--- src/rtl/dma_retry_pkg.sv ---
// Package: shared state encoding and register layout for the DMA retry engine.
// Assumes: included first in compile order.
package dma_retry_pkg;

    typedef enum logic [1:0] {
        SEQ_IDLE = 2'd0,
        SEQ_RUN  = 2'd1,
        SEQ_HOLD = 2'd2
    } seq_state_e;

    localparam int unsigned MODE_SYNC_BIT = 7;
    localparam int unsigned MODE_BYTE_BIT = 3;
    localparam logic [7:0]  MODE_LIVE_MASK = 8'h88;

    localparam logic CFG_SEL_MODE  = 1'b0;
    localparam logic CFG_SEL_RETRY = 1'b1;

endpackage

--- src/rtl/dma_cfg_regs.sv ---
// Module: host-visible mode and retry-count registers.
// The mode register keeps only its live bits and reads back as zero. The
// retry count is read/write and is decremented by the sequencer on a retried
// error. A host write wins over a decrement in the same clock.
// Assumes: REG_W <= 8, synchronous active-low reset.
module dma_cfg_regs
    import dma_retry_pkg::*;
#(
    parameter int unsigned REG_W = 8
) (
    input  logic             clk,
    input  logic             rst_n,
    input  logic             wr_en,
    input  logic             sel,
    input  logic [7:0]       wdata,
    input  logic             retry_dec,
    output logic [7:0]       rdata,
    output logic             sync_en,
    output logic             byte_only,
    output logic             retry_nz,
    output logic [REG_W-1:0] retry_cnt
);

    logic [7:0]       mode_q;
    logic [REG_W-1:0] retry_q;

    // Mode register: store only the live bits.
    always_ff @(posedge clk) begin
        if (!rst_n) begin
            mode_q <= '0;
        end else if (wr_en && sel == CFG_SEL_MODE) begin
            mode_q <= wdata & MODE_LIVE_MASK;
        end
    end

    // Retry count: host load, else decrement on a retried error.
    always_ff @(posedge clk) begin
        if (!rst_n) begin
            retry_q <= '0;
        end else if (wr_en && sel == CFG_SEL_RETRY) begin
            retry_q <= wdata[REG_W-1:0];
        end else if (retry_dec && retry_q != '0) begin
            retry_q <= retry_q - REG_W'(1);
        end
    end

    // Read mux: the mode register is write-only and reads as zero.
    always_comb begin
        rdata = 8'h00;
        if (sel == CFG_SEL_RETRY) begin
            rdata = 8'(retry_q);
        end
    end

    assign sync_en   = mode_q[MODE_SYNC_BIT];
    assign byte_only = mode_q[MODE_BYTE_BIT];
    assign retry_nz  = (retry_q != '0);
    assign retry_cnt = retry_q;

endmodule

--- src/rtl/dma_ack_sync.sv ---
// Module: optional flop chain on the bus acknowledge.
// The chain always runs; sync_en picks its last stage or the raw input.
// Assumes: bus_ack is a one-clock pulse per cycle and STAGES >= 1.
module dma_ack_sync #(
    parameter int unsigned STAGES = 2
) (
    input  logic clk,
    input  logic rst_n,
    input  logic sync_en,
    input  logic ack_raw,
    output logic ack_eff
);

    logic [STAGES-1:0] pipe_q;

    for (genvar g = 0; g < STAGES; g++) begin : g_stage
        if (g == 0) begin : g_first
            // First stage samples the raw acknowledge.
            always_ff @(posedge clk) begin
                if (!rst_n) pipe_q[0] <= 1'b0;
                else        pipe_q[0] <= ack_raw;
            end
        end else begin : g_next
            // Later stages shift the previous stage.
            always_ff @(posedge clk) begin
                if (!rst_n) pipe_q[g] <= 1'b0;
                else        pipe_q[g] <= pipe_q[g-1];
            end
        end
    end

    assign ack_eff = sync_en ? pipe_q[STAGES-1] : ack_raw;

endmodule

--- src/rtl/dma_xfer_seq.sv ---
// Module: transfer sequencer. Holds address and remaining count, picks the
// width of each new cycle, retries or suspends on bus errors, and releases
// on host_ack. A retried cycle keeps the width latched when it was first
// issued.
// Assumes: ack and err are one-clock pulses; err wins over ack in one clock.
module dma_xfer_seq
    import dma_retry_pkg::*;
#(
    parameter int unsigned AW = 16,
    parameter int unsigned LW = 12
) (
    input  logic          clk,
    input  logic          rst_n,
    input  logic          start,
    input  logic [AW-1:0] start_addr,
    input  logic [LW-1:0] start_len,
    input  logic          byte_only,
    input  logic          byte_swap,
    input  logic          ack,
    input  logic          err,
    input  logic          retry_nz,
    input  logic          host_ack,
    output logic          bus_req,
    output logic          bus_strobe,
    output logic [AW-1:0] bus_addr,
    output logic          bus_wide,
    output logic [1:0]    bus_be,
    output logic          retry_dec,
    output logic          busy,
    output logic          done,
    output logic          irq
);

    seq_state_e    state_q;
    logic [AW-1:0] addr_q;
    logic [LW-1:0] rem_q;
    logic          fresh_q;
    logic          new_q;
    logic          wide_q;
    logic          done_q;
    logic          irq_q;
    logic          running;
    logic          pick_wide;
    logic          cyc_wide;
    logic [LW-1:0] step;

    assign running   = (state_q == SEQ_RUN);
    assign pick_wide = !byte_only && !addr_q[0] && (rem_q > LW'(1));
    assign cyc_wide  = new_q ? pick_wide : wide_q;
    assign step      = cyc_wide ? LW'(2) : LW'(1);

    // Main state, address and count update.
    always_ff @(posedge clk) begin
        if (!rst_n) begin
            state_q <= SEQ_IDLE;
            addr_q  <= '0;
            rem_q   <= '0;
            fresh_q <= 1'b0;
            new_q   <= 1'b0;
            wide_q  <= 1'b0;
            done_q  <= 1'b0;
            irq_q   <= 1'b0;
        end else begin
            done_q <= 1'b0;
            unique case (state_q)
                SEQ_IDLE: begin
                    if (start) begin
                        if (start_len == '0) begin
                            done_q <= 1'b1;
                        end else begin
                            state_q <= SEQ_RUN;
                            addr_q  <= start_addr;
                            rem_q   <= start_len;
                            fresh_q <= 1'b1;
                            new_q   <= 1'b1;
                        end
                    end
                end
                SEQ_RUN: begin
                    fresh_q <= 1'b0;
                    new_q   <= 1'b0;
                    wide_q  <= cyc_wide;
                    if (err) begin
                        if (retry_nz) begin
                            fresh_q <= 1'b1;
                        end else begin
                            irq_q   <= 1'b1;
                            state_q <= SEQ_HOLD;
                        end
                    end else if (ack) begin
                        addr_q <= addr_q + (cyc_wide ? AW'(2) : AW'(1));
                        rem_q  <= rem_q - step;
                        if (rem_q == step) begin
                            state_q <= SEQ_IDLE;
                            done_q  <= 1'b1;
                        end else begin
                            fresh_q <= 1'b1;
                            new_q   <= 1'b1;
                        end
                    end
                end
                SEQ_HOLD: begin
                    if (host_ack) begin
                        irq_q   <= 1'b0;
                        state_q <= SEQ_RUN;
                        fresh_q <= 1'b1;
                    end
                end
                default: state_q <= SEQ_IDLE;
            endcase
        end
    end

    // Lane enables from width, address parity and swap.
    always_comb begin
        if (cyc_wide)                    bus_be = 2'b11;
        else if (addr_q[0] ^ byte_swap)  bus_be = 2'b10;
        else                             bus_be = 2'b01;
    end

    assign bus_req    = running;
    assign bus_strobe = running && fresh_q;
    assign bus_addr   = addr_q;
    assign bus_wide   = cyc_wide;
    assign retry_dec  = running && err && retry_nz;
    assign busy       = (state_q != SEQ_IDLE);
    assign done       = done_q;
    assign irq        = irq_q;

endmodule

--- src/rtl/dma_retry_engine.sv ---
// Module: top of the single-channel DMA engine with bus-error retry.
// Connects the registers, the acknowledge synchronizer and the sequencer.
// Assumes: one bus cycle outstanding at a time; ack and err are pulses.
module dma_retry_engine
    import dma_retry_pkg::*;
#(
    parameter int unsigned AW          = 16,
    parameter int unsigned LW          = 12,
    parameter int unsigned REG_W       = 8,
    parameter int unsigned SYNC_STAGES = 2
) (
    input  logic          clk,
    input  logic          rst_n,
    input  logic          cfg_wr,
    input  logic          cfg_sel,
    input  logic [7:0]    cfg_wdata,
    output logic [7:0]    cfg_rdata,
    input  logic          xfer_start,
    input  logic [AW-1:0] xfer_addr,
    input  logic [LW-1:0] xfer_len,
    input  logic          byte_swap,
    output logic          bus_req,
    output logic          bus_strobe,
    output logic [AW-1:0] bus_addr,
    output logic          bus_wide,
    output logic [1:0]    bus_be,
    input  logic          bus_ack,
    input  logic          bus_err,
    input  logic          host_ack,
    output logic          busy,
    output logic          done,
    output logic          irq
);

    logic             sync_en;
    logic             byte_only;
    logic             retry_nz;
    logic             retry_dec;
    logic             ack_eff;
    logic [REG_W-1:0] retry_cnt;

    dma_cfg_regs #(.REG_W(REG_W)) u_cfg (
        .clk       (clk),
        .rst_n     (rst_n),
        .wr_en     (cfg_wr),
        .sel       (cfg_sel),
        .wdata     (cfg_wdata),
        .retry_dec (retry_dec),
        .rdata     (cfg_rdata),
        .sync_en   (sync_en),
        .byte_only (byte_only),
        .retry_nz  (retry_nz),
        .retry_cnt (retry_cnt)
    );

    dma_ack_sync #(.STAGES(SYNC_STAGES)) u_sync (
        .clk     (clk),
        .rst_n   (rst_n),
        .sync_en (sync_en),
        .ack_raw (bus_ack),
        .ack_eff (ack_eff)
    );

    dma_xfer_seq #(.AW(AW), .LW(LW)) u_seq (
        .clk        (clk),
        .rst_n      (rst_n),
        .start      (xfer_start),
        .start_addr (xfer_addr),
        .start_len  (xfer_len),
        .byte_only  (byte_only),
        .byte_swap  (byte_swap),
        .ack        (ack_eff),
        .err        (bus_err),
        .retry_nz   (retry_nz),
        .host_ack   (host_ack),
        .bus_req    (bus_req),
        .bus_strobe (bus_strobe),
        .bus_addr   (bus_addr),
        .bus_wide   (bus_wide),
        .bus_be     (bus_be),
        .retry_dec  (retry_dec),
        .busy       (busy),
        .done       (done),
        .irq        (irq)
    );

endmodule

--- config.mk ---
export PLATFORM = sky130hd
export DESIGN_NAME = dma_retry_engine
export DESIGN_NICKNAME = d
export VERILOG_FILES = /design/src/rtl/dma_retry_pkg.sv /design/src/rtl/dma_cfg_regs.sv /design/src/rtl/dma_ack_sync.sv /design/src/rtl/dma_xfer_seq.sv /design/src/rtl/dma_retry_engine.sv
export SDC_FILE = /design/constraint.sdc
export NUM_CORES = 1
export LEC_CHECK = 0
export BUFFER_PORTS_ARGS = -buffer_cell sky130_fd_sc_hd__buf_4
export CAP_MARGIN = 15
export CORE_UTILIZATION = 57
export CTS_CLUSTER_SIZE = 8
export DETAILED_ROUTE_END_ITERATION = 10
export PLACE_DENSITY = 0.85
export SYNTH_ARGS = -nofsm -noshare
export SYNTH_HDL_FRONTEND = slang
export SYNTH_SLANG_ARGS = --single-unit
export TNS_END_PERCENT = 20
--- constraint.sdc ---
create_clock -name clk -period 7.8 [get_ports clk]
set_input_delay 1.17 -clock clk [delete_from_list [all_inputs] [get_ports clk]]
set_output_delay 1.17 -clock clk [all_outputs]
set_load 0.005 [all_outputs]
; Word-level counts from Yosys, hierarchy flattened
; Cells that the tools add are included.
[word_totals]
regBits = 47
latchBits = 0
ram_bits = 0
mem_bits_ro = 0
in_bits = 45
out_inout_bits = 32
word_cells = 101
memories = 0
[op_classes]
add_sub_neg = 3
n_mul = 0
div_mod_pow = 0
order_cmp = 1
n_eq_ne = 13
n_shift = 0
muxes = 47
bitwise = 2
n_reduce_logical = 23
[op_table]
columns = operator, count
row1 = 16-bit 2-to-1 mux, 4
row2 = 12-bit 2-to-1 mux, 4
row3 = 16-bit case mux with 2 select lines, 1
row4 = 8-bit 2-to-1 mux, 3
row5 = 12-bit case mux with 2 select lines, 1
row6 = 2-bit 2-to-1 mux, 11
row7 = 1-bit 2-to-1 mux, 18
row8 = 16-bit adder, 1
row9 = "2-bit inequality test, second input constant", 7
row10 = 12-bit equality test, 1
row11 = "12-bit by 1-bit > comparator with 1-bit output, second input constant", 1
row12 = 12-bit logical NOT, 1
row13 = 12-bit subtractor, 1
row14 = "3-bit inequality test, second input constant", 3
row15 = 1-bit logical AND, 8
row16 = 4-bit AND reduction, 2
row17 = 2-bit nonzero test, 4
row18 = 8-bit nonzero test, 1
row19 = "8-bit by 1-bit subtractor with 8-bit output, second input constant", 1
row20 = 1-bit case mux with 2 select lines, 3
row21 = 2-bit case mux with 3 select lines, 1
row22 = 6-bit AND reduction, 1
row23 = 5-bit AND reduction, 1
row24 = 1-bit case mux with 3 select lines, 1
row25 = other kinds (8), 9

; Depth between registers and ports, before layout
[depth]
ltp_word = 10
mapped_depth = 12
mapped_depth_nobuf = 12

; Cells and area by module
; From an unflattened synthesis, not the netlist that was laid out.
[hier_totals]
cells_unflattened = 384
hier_area_um2 = 3017.9
[by_module_without_submodules]
columns = module, instances, cells_each, area_each_um2, seq_area_each_um2
row1 = dma_xfer_seq, 1, 303, 2332.2, 700.7
row2 = dma_cfg_regs, 1, 76, 618.1, 200.2
row3 = dma_ack_sync, 1, 5, 67.6, 40.0

; Worst setup path after synthesis
; Ideal clock, no wire load.
[synth_timing]
kind = register -> register
startpoint = register u_seq.rem_q[5]
endpoint = register u_seq.rem_q[6]
setup_ps = 71
arrival_ps = 3127
required_ps = 7729
path_slack_ps = 4602
path_stages_with_launch = 12
path_buffers = 0
synth_period_minus_slack_ps = 3198
path_cell_list = dfxtp_1 -> or4_4 -> nor4_4 -> nand3b_2 -> a31oi_4 -> ha_1 -> inv_1 -> fa_1 -> or4_1 -> o41ai_1 -> nand2_1 -> a21oi_1
[synth_between]
elab_chain_cells = 8
[synth_rtl]
columns = item, line_no
row1 = from (decl), dma_xfer_seq.sv:36  ; logic [LW-1:0] rem_q;
row2 = from (signal assigned), dma_xfer_seq.sv:73  ; rem_q <= start_len;
row3 = from (signal assigned), dma_xfer_seq.sv:92  ; rem_q <= rem_q - step;
row4 = 12-bit by 1-bit > comparator with 1-bit output, dma_xfer_seq.sv:48  ; assign pick_wide = !byte_only && !addr_q[0] && (rem_q > LW'(1));
row5 = 1-bit logical AND, dma_xfer_seq.sv:48
row6 = 1-bit 2-to-1 mux, dma_xfer_seq.sv:49  ; assign cyc_wide = new_q ? pick_wide : wide_q;
row7 = 2-bit 2-to-1 mux, dma_xfer_seq.sv:50  ; assign step = cyc_wide ? LW'(2) : LW'(1);
row8 = 12-bit subtractor *, dma_xfer_seq.sv:92
row9 = 12-bit 2-to-1 mux *, dma_xfer_seq.sv:90  ; end else if (ack) begin
row10 = 12-bit 2-to-1 mux *, dma_xfer_seq.sv:83  ; if (err) begin
row11 = 12-bit case mux with 2 select lines *, dma_xfer_seq.sv:65  ; unique case (state_q)
; Mark *: on every way between the ends. The rest lies on a longest branch, timed or not. The select of a mux whose other input is x is not followed.
; A chain may end at the register's enable or synchronous reset.

; Worst setup path after layout
[layout_timing]
startpoint = register u_seq.state_q[1]
endpoint = output bus_strobe
[layout_between]
elab_chain_cells = 2
[layout_rtl]
columns = item, line_no
row1 = from (decl), dma_xfer_seq.sv:34  ; seq_state_e state_q;
row2 = from (signal assigned), dma_xfer_seq.sv:55  ; state_q <= SEQ_IDLE;
row3 = from (signal assigned), dma_xfer_seq.sv:71  ; state_q <= SEQ_RUN;
row4 = from (signal assigned), dma_xfer_seq.sv:88  ; state_q <= SEQ_HOLD;
row5 = 2-bit by 1-bit equality test with 1-bit output, dma_xfer_seq.sv:47  ; assign running = (state_q == SEQ_RUN);
row6 = 1-bit logical AND, dma_xfer_seq.sv:122  ; assign bus_strobe = running && fresh_q;
row7 = to (decl), dma_retry_engine.sv:23  ; output logic bus_strobe,
; Every way passes these cells.

==> run_results.csv <==
group,metric,value,unit
floorplanning,start_util,60.9,%
global_route,gr-total-overflow,0,
finish,final_util,74.3,%
timing,fmax,272,MHz
synth,synth_fp_nets,434,
global_route,use_met3,4.88,%
synth,async_flop_share,0,%
finish,diodes,0,
global_route,grt.total_usage,30.0,%
synth,synth_seq_cells,47,
global_route,grt_max_degree,60,
floorplanning,die_y,73.9,µm
place,io_buffers,76,
power,leakagePower,1.48,nW
power,p_per_area,191,mW/mm²
synth,ys.flop_type,"dfxtp_1",
critical_path,worst-path-max-fanout,59,
synth,synthDominantCellAreaShare,31.9,%
synth,synth.cell_area,0.00295,mm²
power,max-vdd-ir-drop,0.104,mV
finish,final_nets,494,
floorplanning,io_pins,77,
job,maxCapViolCount,0,
run_status,outcome,"complete, no violations",
clock_tree,hold_buffers,0,
synth,synth_area_per_cell,7.74,µm²
synth,synth-edff-count,0,
timing,drv_slew,0,
timing,fin_setup_tns,0,ns
global_route,grt_pass1_vias,2707,
floorplanning,die-area,0.00547,mm²
critical_path,critPathCaptureType,"output port",
floorplanning,core,0.00485,mm²
synth,yosys.cell_types.count,62,
critical_path,startpoint_type,"flip-flop",
clock_tree,cts.path.max_buffers,2,
global_route,grt_antenna_before_repair,0,
synth,ys_seq_area_share,31.9,%
timing,hold_violations,0,
clock_tree,h-tree-depth,2,
finish,drive_gt1_share,23.5,%
finish,synthToLayoutAreaGrowth,22.1,%
synth,yosys-top-cells-area,"dfxtp_1, nand2_1, a21oi_1, nor2_1, and2_1",
drt,ant_nets,0,
critical_path,arrival,2.50,ns
timing,min_period_over_period,47.1,%
drt,drt-pass1-iter-count,4,
timing,hold_ws,0.448,ns
synth,netlist_instances,381,
hold_path,min_path_type,"flip-flop to flip-flop",
clock_tree,cts_tree,"built",
critical_path,crit_type,"flip-flop to output port",
timing,rsz0062_at_grt,"no",
global_route,gr-max-usage-layer,"met2",
global_route,grt.met2_usage,44.6,%
clock_tree,clockRootBuffer,"clkbuf_8",
finish,final_cell_mix,"buf_4, nand2_1, dfxtp_1",
clock_tree,cts_num_sinks,47,
finish,layout.cells.most_common,"buf_4",
synth,yosysTopAreaCell,"dfxtp_1",
global_route,grt_pass1_wl,12.7,mm
timing,worst_pin_slew,1.04,ns
drt,vias,3126,
clock_tree,cts.clk_slew.worst_paths,0.08,ns
drt,drtIter0Drc,271,
timing,skew,0.00602,ns
synth,ys_warn_count,0,
drt,wl_per_cell,15.5,µm
clock_tree,cts_resized,0,
clock_tree,clk_latency,0.29,ns
floorplanning,die_width,73.9,µm
timing,setup_violations,0,
critical_path,worstPathRequired,6.63,ns
timing,slew_headroom,30.8,%
place,hpwl,5.61,mm
global_route,met1_usage,43.9,%
drt,drc,0,
floorplanning,std_cell_rows,25,
drt,wl,7.88,mm
place,gp_congestion,0.893,
drt,viasPerCell,6.14,
clock_tree,cts_buffers,5,
timing,period_minus_slack,3.67,ns
clock_tree,postCtsSetupBuffers,0,
-- final timing paths --
kind                                  from                          end  slack, ns  cells past startpoint
max          u_seq.state_q[1]$_SDFFE_PN0P_                   bus_strobe       4.13                      6
min            u_sync.pipe_q[0]$_SDFF_PN0_  u_sync.pipe_q[1]$_SDFF_PN0_       0.45                      1
max reg2reg    u_seq.rem_q[5]$_SDFFE_PN0P_  u_seq.rem_q[6]$_SDFFE_PN0P_       4.16                     11
min reg2reg    u_sync.pipe_q[0]$_SDFF_PN0_  u_sync.pipe_q[1]$_SDFF_PN0_       0.45                      1
-- cell families (layout without fill, tap and decap cells) --
| family | Yosys count | in the layout | share of synthesized area (%) |
|---|---|---|---|
| simple gates | 164 | 164 | 29.1 |
| compound gates | 115 | 115 | 27.1 |
| flops | 47 | 47 | 31.9 |
| buf+inv | 38 | 99 | 5.13 |
| fa+ha+maj | 8 | 8 | 3.90 |
| xor+xnor | 5 | 5 | 1.48 |
| mux | 4 | 4 | 1.36 |
-- state kept, by name, indices dropped and copies added, names as in the netlist, 2 cells and up --
name,flops
u_seq.bus_addr,16
u_cfg.retry_cnt,8
u_cfg.mode_q,2
u_sync.pipe_q,2
u_seq.rem_q,12
u_seq.state_q,2
-- per-stage QoR --
| step | setup WS [ns] | area (µm²) | instances | power, mW |
|---|---|---|---|---|
| finish | 4.13 | 3600 | 509 | 0.688 |
| global route | 3.92 | 3600 | 509 | 0.734 |
| CTS | 4.17 | 3600 | 509 | 0.690 |
| floorplan | 4.60 | 2950 | 381 | 0.464 |
| detailed placement | 4.23 | 3520 | 501 | 0.547 |
| global placement | 4.37 | 3520 | 501 | 0.540 |
-- power by group --
part / internal, mW / switching (mW)
Combinational: 0.112 / 0.138
Clock: 0.0631 / 0.0790
Sequential: 0.265 / 0.0316
Total: 0.440 / 0.248
-- critical path: stages, from the launching register on --
cell,delay [ns]
dfxtp_1,0.57
nand2b_2,0.19
buf_4,0.47
inv_1,0.34
buf_4,0.30
and2_1,0.18
buf_4,0.13
-- per-layer routing --
| metal | share of wire, % | vias up |
|---|---|---|
| met2 | 45 | 144 |
| met1 | 46 | 1450 |
| met4 | 1.3 | 0 |
| met5 | 0 | - |
| met3 | 7.6 | 10 |
| li1 | - | 1522 |
-- layout make-up --
type / instances / area, µm²
clock buffers: 7 / 76.3
well taps: 67 / 83.8
multi-input cells: 296 / 1860
fillers: 402 / 1250
repair buffers: 78 / 586
flip-flops and latches: 47 / 941
inverters: 13 / 48.8
clock inverters: 1 / 5.00
-- cell usage after synthesis, types with 5 or more instances --
cell       n
nand3_1   10
nand4_1    5
nand2b_1   5
a31o_2     5
nand2_1   47
o31ai_1    8
inv_1     12
dfxtp_1   47
a21oi_1   34
clkbuf_1  17
o21ai_0   16
and3_1     5
a211oi_1   5
ha_1       6
and2_1    13
o211ai_1  10
nor4_1     6
nor2_1    38
nor3_1    10
a31oi_1    5
(Power assumes the default switching activity.)
